`src/rtl/pair_pkg.sv`:
```
package pair_pkg;
  localparam int CLS_W = 3;

  typedef enum logic [CLS_W-1:0] {
    CLS_INT_SIMPLE  = 3'd0,
    CLS_FP_XCHG     = 3'd1,
    CLS_INT_COMPLEX = 3'd2,
    CLS_FP_ARITH    = 3'd3,
    CLS_LDST        = 3'd4,
    CLS_BRANCH      = 3'd5
  } instr_cls_e;
endpackage

```
`src/rtl/pair_class_filter.sv`:
```
module pair_class_filter #(
  parameter int CLASS_W = pair_pkg::CLS_W
) (
  input  logic [CLASS_W-1:0] cls_i,
  output logic               v_ok_o
);
  import pair_pkg::*;

  // The restricted pipe takes only the two simple classes.
  always_comb begin
    v_ok_o = (cls_i == CLASS_W'(CLS_INT_SIMPLE)) ||
             (cls_i == CLASS_W'(CLS_FP_XCHG));
  end
endmodule

```
`src/rtl/pair_hazard_check.sv`:
```
module pair_hazard_check #(
  parameter int REG_W   = 5,
  parameter int NUM_SRC = 2
) (
  input  logic [REG_W-1:0]         old_dst_i,
  input  logic                     old_wr_i,
  input  logic [NUM_SRC*REG_W-1:0] yng_src_i,
  input  logic [REG_W-1:0]         yng_dst_i,
  input  logic                     yng_wr_i,
  output logic                     raw_o,
  output logic                     waw_o
);
  localparam logic [REG_W-1:0] ZERO_REG = '0;

  logic              old_writes;
  logic [NUM_SRC-1:0] src_hit;

  // A write to the hardwired register is not a real write.
  assign old_writes = old_wr_i && (old_dst_i != ZERO_REG);

  for (genvar i = 0; i < NUM_SRC; i++) begin : g_src
    assign src_hit[i] = old_writes &&
                        (yng_src_i[i*REG_W +: REG_W] == old_dst_i);
  end

  assign raw_o = |src_hit;
  assign waw_o = old_writes && yng_wr_i && (yng_dst_i == old_dst_i);
endmodule

```
`src/rtl/pair_issue_unit.sv`:
```
module pair_issue_unit #(
  parameter int REG_W   = 5,
  parameter int NUM_SRC = 2,
  parameter int CLASS_W = pair_pkg::CLS_W
) (
  input  logic                     clk,
  input  logic                     rst,
  input  logic                     stall_i,
  input  logic                     old_valid_i,
  input  logic [CLASS_W-1:0]       old_cls_i,
  input  logic [NUM_SRC*REG_W-1:0] old_src_i,
  input  logic [REG_W-1:0]         old_dst_i,
  input  logic                     old_wr_i,
  input  logic                     yng_valid_i,
  input  logic [CLASS_W-1:0]       yng_cls_i,
  input  logic [NUM_SRC*REG_W-1:0] yng_src_i,
  input  logic [REG_W-1:0]         yng_dst_i,
  input  logic                     yng_wr_i,
  output logic                     issue_u_o,
  output logic                     issue_v_o,
  output logic                     hold_yng_o,
  output logic [CLASS_W-1:0]       u_cls_o,
  output logic [NUM_SRC*REG_W-1:0] u_src_o,
  output logic [REG_W-1:0]         u_dst_o,
  output logic                     u_wr_o,
  output logic [CLASS_W-1:0]       v_cls_o,
  output logic [NUM_SRC*REG_W-1:0] v_src_o,
  output logic [REG_W-1:0]         v_dst_o,
  output logic                     v_wr_o
);
  localparam int SRC_W = NUM_SRC * REG_W;

  logic v_class_ok;
  logic raw_hit;
  logic waw_hit;
  logic pair_ok;

  pair_class_filter #(.CLASS_W(CLASS_W)) u_filter (
    .cls_i  (yng_cls_i),
    .v_ok_o (v_class_ok)
  );

  pair_hazard_check #(.REG_W(REG_W), .NUM_SRC(NUM_SRC)) u_hazard (
    .old_dst_i (old_dst_i),
    .old_wr_i  (old_wr_i),
    .yng_src_i (yng_src_i),
    .yng_dst_i (yng_dst_i),
    .yng_wr_i  (yng_wr_i),
    .raw_o     (raw_hit),
    .waw_o     (waw_hit)
  );

  assign pair_ok = old_valid_i && yng_valid_i && v_class_ok &&
                   !raw_hit && !waw_hit;

  // Control flags
  always_ff @(posedge clk) begin
    if (rst) begin
      issue_u_o  <= 1'b0;
      issue_v_o  <= 1'b0;
      hold_yng_o <= 1'b0;
    end else begin
      issue_u_o  <= !stall_i && old_valid_i;
      issue_v_o  <= !stall_i && pair_ok;
      hold_yng_o <= !stall_i && old_valid_i && yng_valid_i && !pair_ok;
    end
  end

  // Routed payload, frozen while stalled
  always_ff @(posedge clk) begin
    if (rst) begin
      u_cls_o <= '0;
      u_src_o <= '0;
      u_dst_o <= '0;
      u_wr_o  <= 1'b0;
      v_cls_o <= '0;
      v_src_o <= '0;
      v_dst_o <= '0;
      v_wr_o  <= 1'b0;
    end else if (!stall_i) begin
      u_cls_o <= old_cls_i;
      u_src_o <= old_src_i;
      u_dst_o <= old_dst_i;
      u_wr_o  <= old_wr_i;
      v_cls_o <= yng_cls_i;
      v_src_o <= yng_src_i;
      v_dst_o <= yng_dst_i;
      v_wr_o  <= yng_wr_i;
    end
  end

  // Checks on the registered outputs
  logic v_src_reads_u;
  always_comb begin
    v_src_reads_u = 1'b0;
    for (int i = 0; i < NUM_SRC; i++) begin
      if (v_src_o[i*REG_W +: REG_W] == u_dst_o) v_src_reads_u = 1'b1;
    end
  end

  AST_V_NEEDS_U: assert property (@(posedge clk) disable iff (rst)
    issue_v_o |-> issue_u_o);
  AST_V_CLASS: assert property (@(posedge clk) disable iff (rst)
    issue_v_o |-> (v_cls_o <= CLASS_W'(1)));
  AST_NO_RAW_PAIR: assert property (@(posedge clk) disable iff (rst)
    (issue_v_o && u_wr_o && (u_dst_o != '0)) |-> !v_src_reads_u);
  AST_NO_WAW_PAIR: assert property (@(posedge clk) disable iff (rst)
    (issue_v_o && u_wr_o && v_wr_o && (u_dst_o != '0)) |-> (u_dst_o != v_dst_o));
  AST_HOLD_EXCL: assert property (@(posedge clk) disable iff (rst)
    hold_yng_o |-> (issue_u_o && !issue_v_o));
  AST_STALL_QUIET: assert property (@(posedge clk) disable iff (rst)
    $past(stall_i) |-> (!issue_u_o && !issue_v_o && !hold_yng_o));
  AST_STALL_FREEZE: assert property (@(posedge clk) disable iff (rst)
    $past(stall_i) |-> ($stable(u_dst_o) && $stable(v_dst_o) && $stable(v_src_o)));
  AST_U_PAYLOAD: assert property (@(posedge clk) disable iff (rst)
    issue_u_o |-> (u_dst_o == $past(old_dst_i)));

  localparam int UNUSED_SRC_W = SRC_W;
endmodule

```
`config.mk`:
```
export PLATFORM = sky130hd
export DESIGN_NAME = pair_issue_unit
export DESIGN_NICKNAME = d
export VERILOG_FILES = /design/src/rtl/pair_pkg.sv /design/src/rtl/pair_class_filter.sv /design/src/rtl/pair_hazard_check.sv /design/src/rtl/pair_issue_unit.sv
export SDC_FILE = /design/constraint.sdc
export NUM_CORES = 1
export LEC_CHECK = 0
export BUFFER_PORTS_ARGS = -buffer_cell sky130_fd_sc_hd__buf_2
export CAP_MARGIN = 30
export CORE_MARGIN = 5
export CORE_UTILIZATION = 40
export CTS_CLUSTER_SIZE = 28
export DETAILED_ROUTE_END_ITERATION = 7
export GPL_TIMING_DRIVEN = 0
export PLACE_DENSITY = 0.79
export SLEW_MARGIN = 20
export SYNTH_ARGS = -nofsm -noshare
export SYNTH_HDL_FRONTEND = slang
export SYNTH_HIERARCHICAL = 1
export SYNTH_SLANG_ARGS = --single-unit
```
`constraint.sdc`:
```
create_clock -name clk -period 1.2 [get_ports clk]
set_input_delay 0.24 -clock clk [delete_from_list [all_inputs] [get_ports clk]]
set_output_delay 0.24 -clock clk [all_outputs]
set_load 0.03 [all_outputs]
```
==> flow_summary_export.csv, run 1 <==
group,metric,value,unit
run_status,status,"completed",
placement,place.detailed.hpwl,3.13,mm
yosys,netlist_top_cells_area,"dfxtp_1, mux2i_1, nor2_1",
yosys,synth_top_area_share,49.4,%
floorplan,rows,23,
job,maxCapViolCount,0,
yosys,syn_area,1660,sq um
sta,finalCriticalPeriod,1.18,ns
floorplan,die_y,74.5,um
yosys,yosysWarningCount,6,
clocking,clock-sinks,41,
clocking,cts_root_buf,"clkbuf_8",
layout,syn_to_final_growth,37.6,%
critical_path,crit_type,"input pin to flip-flop",
yosys,syn-num-nets,200,
placement,port-buffer-count,82,
layout,stdcell_area,2290,sq um
critical_path,r2r-start,"u_cls_o[1]",
grt,grt_overflow,0,
clocking,tritoncts,"yes",
routing,via_count,1352,
yosys,syn_inst,157,
worst_hold_path,min_from,"old_src_i[1]",
layout,diodes,0,
sta,finalMaxSlewViolations,0,
clocking,cts.path.max_buffers,2,
floorplan,start_util,41.5,%
clocking,clkTransAtPathRegs,0.08,ns
grt,antenna_found_initial,0,
sta,rsz0062_at_grt,"false",
routing,wl_per_cell,13.1,um
floorplan,ioPinCount,84,
sta,clock.fmax,848,MHz
floorplan,chipWidth,74.5,um
routing,drc,0,
routing,routed_via_density,4.54,
layout,multi_input_area,777,sq um
placement,placed_area,2140,sq um
grt,grt_pass1_wl,6.20,mm
power,p_leak,1.18,nW
layout,regArea,821,sq um
grt,grt_max_degree,13,
sta,fin_crit_sh,98.3,%
clocking,cts_buffers,5,
power,p_per_area,1330,nW/um^2
sta,final.setup_skew,0,ns
yosys,synth_cell_types,20,
sta,setup-violations-final,0,
yosys,synth_seq_area_share,49.4,%
clocking,htree_levels,2,
sta,worstMarginPinSlew,0.423,ns
power,irDropWorstVdd,731,uV
layout,fillCellCount,365,
critical_path,critPathLaunchType,"input pin",
clocking,worstSkewPairLatency,0.28,ns
worst_hold_path,hp-class,"input pin to flip-flop",
routing,drt_iter0_drc,52,
yosys,synth_top_cell_by_area,"dfxtp_1",
sta,relSlewSlack,71.8,%
routing,ant_nets,0,
routing,wl,3.90,mm
critical_path,setup.worst_path.start,"old_dst_i[4]",
yosys,ys_ff_latch,41,
grt,grt_pass1_vias,1335,
critical_path,cp_data_required_time,1.40,ns
routing,first_pass_iters,4,
floorplan,dieArea,5540,sq um
floorplan,core,4000,sq um
layout,drive_gt1_share,41.5,%
layout,fin_nets,290,
critical_path,arrival,1.38,ns
clocking,cts_hold_buffers,0,
critical_path,critPathCaptureType,"flip-flop",
critical_path,critPathMaxFanout,5,
sta,finalHoldViolCount,0,
placement,gp_congestion,0.717,
layout,final_core_util,57.1,%
yosys,syn_avg_cell_area,10.6,sq um
grt,track_usage,14.7,%
-- state kept, by name, indices dropped and copies added (netlist names) --
signal,count
issue_u_o,1
v_cls_o,3
u_cls_o,3
v_src_o,10
v_wr_o,1
hold_yng_o,1
u_src_o,10
u_dst_o,5
issue_v_o,1
v_dst_o,5
u_wr_o,1
-- worst max-delay path: stages --
cell	delay, ns
buf_6	0.11
or4_4	0.52
o21ai_4	0.19
a21oi_2	0.06
nor4b_2	0.26
-- kinds of logic (layout without fill, tap and decap cells) --
family	Yosys count	after routing	share of synthesized area (%)
compound gates	3	3	1.13
xor+xnor	15	15	7.91
flops	41	41	49.4
buf+inv	9	100	5.05
mux	38	38	22.9
simple gates	51	51	13.6
-- report_power, final --
part	internal (W)	switching (W)	leakage [nW]
Sequential	0.00144	0.0000335	0.338
Combinational	0.000246	0.000353	0.789
Clock	0.000519	0.000441	0.0542
Total	0.00220	0.000827	1.18
-- cells in the final DEF, fill, tap and decap left out, types with 2 or more instances in the layout --
cell and instances:
buf_2 81, dfxtp_1 41, nor2_1 40, mux2i_1 38, xnor2_1 9, clkbuf_8 7, xor2_1 6, buf_6 3
buf_4 3, buf_12 2, clkbuf_1 2, nor3_1 2, nand3_1 2
-- stage by stage --
stage	instances	worst slack (ns)	setup TNS (ns)	total power, W	hold WS [ns]
final	298	0.0202	0	0.00303	0.182
after CTS	297	0.00301	0	0.00307	0.169
after global placement	289	-0.302	-0.601	0.00209	0.468
after global routing	298	0.00568	0	0.00322	0.171
after detailed placement	289	-0.323	-0.629	0.00210	0.475
after floorplan	157	-0.0789	-0.147	0.00189	0.384
-- repair_timing --
| action | CTS | global route |
|---|---|---|
| endpoints found under the setup margin | 2 | 2 |
| buffers inserted | 0 | 1 |
| pin swaps | 1 | 3 |
| resized for setup | 2 | 10 |
-- final timing paths --
check	endpoint	slack, ns	cells past startpoint
worst max-delay path	issue_v_o	0.02	5
worst min-delay path	u_src_o[1]	0.18	3
worst max register to register	u_cls_o[1]	0.57	2
worst min register to register	v_src_o[5]	0.49	2
-- area by class of cell --
class | count | share of cell area (%)
flip-flops and latches | 41 | 35.9
repair buffers | 83 | 19.3
well taps | 50 | 2.74
clock inverters | 1 | 0.219
clock buffers | 7 | 4.21
plain buffers | 9 | 3.67
multi-input cells | 107 | 34.0
-- metal layers --
| layer | global-route usage [%] | wire length (um) | vias up |
|---|---|---|---|
| li1 | - | - | 696 |
| met1 | 17.1 | 1600 | 605 |
| met2 | 24.5 | 1870 | 49 |
| met3 | 6.89 | 419 | 2 |
| met4 | 3.56 | 12 | 0 |
| met5 | 0 | 0 | - |
-- cells in the mapped netlist --
master	count
nor2_1	40
nor4b_2	1
nand2_1	1
xnor2_1	9
buf_6	1
buf_12	2
clkbuf_1	2
o21ai_2	1
xor2_1	6
nand4_1	1
buf_2	2
nand4bb_1	1
nor3b_1	1
dfxtp_1	41
buf_4	2
nor3_1	3
a21oi_1	2
nand3_1	2
or4_1	1
mux2i_1	38
(Power assumes the default switching activity.)
==> run 2: changes to the inputs <==
--- a/config.mk
+++ b/config.mk
@@ -7,6 +7,7 @@
 export LEC_CHECK = 0
 export BUFFER_PORTS_ARGS = -buffer_cell sky130_fd_sc_hd__buf_2
 export CAP_MARGIN = 30
+export CORE_ASPECT_RATIO = 1.4
 export CORE_MARGIN = 5
 export CORE_UTILIZATION = 40
 export CTS_CLUSTER_SIZE = 28
==> flow_summary_export.csv, run 2 (synthesized netlist as in run 1, its figures left out) <==
group,metric,value,unit
floorplan,ioPinCount,84,
sta,finalHoldViolCount,0,
sta,final.setup_skew,0,ns
sta,rsz0062_at_grt,"false",
sta,finalCriticalPeriod,1.17,ns
critical_path,critPathCaptureType,"flip-flop",
worst_hold_path,hold_depth,3,
critical_path,critPathLaunchType,"input pin",
floorplan,die_y,86.3,um
routing,wl,4.05,mm
floorplan,rows,27,
routing,wl_per_cell,13.9,um
routing,routed_via_density,4.81,
clocking,clkTransAtPathRegs,0.08,ns
critical_path,cpMaxStageDelayCell,"or4_4",
routing,drt_iter0_drc,18,
critical_path,critPathMaxFanout,5,
grt,grt_max_degree,14,
grt,grt_overflow,0,
sta,finalMaxSlewViolations,0,
layout,final_common_cell,"buf_2",
layout,syn_to_final_growth,37.9,%
sta,setup-violations-final,0,
clocking,htree_levels,2,
critical_path,cp_data_required_time,1.41,ns
sta,clock.fmax,853,MHz
grt,grt_pass1_wl,6.49,mm
routing,drc,0,
floorplan,core,3990,sq um
clocking,cts_hold_buffers,0,
floorplan,chipWidth,64.5,um
sta,fin_ws,0.0271,ns
placement,gp_congestion,0.749,
clocking,cts_root_buf,"clkbuf_8",
critical_path,crit_type,"input pin to flip-flop",
sta,worstMarginPinSlew,0.456,ns
clocking,cts.path.max_buffers,2,
worst_hold_path,hp-class,"input pin to flip-flop",
placement,post-place-ws,-0.309,ns
power,p_leak,1.19,nW
layout,drive_gt1_share,41.3,%
grt,track_usage,15.1,%
layout,top_regs,"u_src_o (10), v_src_o (10)",
routing,via_count,1394,
layout,diodes,0,
clocking,cts_buffers,5,
sta,fin_crit_sh,97.7,%
layout,fin_nets,289,
floorplan,start_util,41.7,%
power,p_per_area,1470,nW/um^2
layout,final_core_util,57.5,%
clocking,worstSkewPairLatency,0.29,ns
routing,first_pass_iters,4,
layout,fillCellCount,390,
critical_path,path_cells,"buf_4 > or4_4 > o21ai_4 > a21oi_2 > nor4b_2",
floorplan,dieArea,5560,sq um
critical_path,arrival,1.38,ns
critical_path,r2r_cells,2,
layout,layout_common_cells,"buf_2, dfxtp_1, nor2_1, mux2i_1, xnor2_1",
placement,placed_area,2130,sq um
placement,port-buffer-count,82,
power,irDropWorstVdd,1290,uV
placement,place.detailed.hpwl,3.21,mm
clocking,tritoncts,"yes",
job,maxCapViolCount,0,
clocking,postCtsSetupRepairBufs,0,
clocking,clock-sinks,41,
sta,relSlewSlack,69.6,%
grt,grt_pass1_vias,1387,
layout,stdcell_area,2290,sq um
routing,ant_nets,0,
run_status,status,"completed",
grt,antenna_found_initial,0,
critical_path,cp_slowest_stage_delay,0.52,ns
run 2: worst max-delay path, delay by kind of cell:
family	cells	cell delay, ns
simple gates	2	0.77
compound gates	2	0.22
buf+inv	1	0.15
run 2: per-stage QoR:
step / setup TNS (ns) / std cells / power, W / hold slack, ns
floorplan: -0.147 / 157 / 0.00189 / 0.384
global placement: -0.561 / 282 / 0.00209 / 0.468
detailed placement: -0.597 / 282 / 0.00210 / 0.479
CTS: 0 / 290 / 0.00341 / 0.171
global route: 0 / 290 / 0.00353 / 0.180
finish: 0 / 290 / 0.00337 / 0.177
run 2: path summary, 6_finish.rpt:
path,start,end,slack (ns)
worst max-delay path,old_dst_i[4],issue_v_o,0.03
worst min-delay path,old_src_i[0],u_src_o[0],0.18
worst min register to register,v_cls_o[2],v_cls_o[2],0.49
worst max register to register,v_src_o[3],v_src_o[3],0.57
run 2: per-layer routing:
metal / up-vias / part of all wire, % / global-route usage [%]
li1: 701 / - / -
met1: 641 / 39 / 15.6
met2: 43 / 53 / 27.9
met3: 9 / 6.2 / 5.19
met4: 0 / 2.2 / 5.58
met5: - / 0 / 0
run 2: layout make-up:
| cell class | count | area [sq um] | area share, % |
|---|---|---|---|
| sequential | 41 | 821 | 35.8 |
| multi-input combinational | 107 | 777 | 33.9 |
| timing repair buffer | 82 | 422 | 18.4 |
| buffer | 9 | 83.8 | 3.66 |
| clock buffer | 5 | 68.8 | 3.00 |
| clock inverter | 3 | 65.1 | 2.84 |
| tap | 43 | 53.8 | 2.35 |
run 2: repair_timing:
action	CTS	global route
setup endpoints to repair	1	2
pin swaps	0	3
cloned	0	0
gates resized for setup	1	7
run 2: where the power goes:
group | switching (W) | internal, W
logic | 0.000356 | 0.000240
clock network | 0.000480 | 0.000826
registers | 0.0000338 | 0.00144
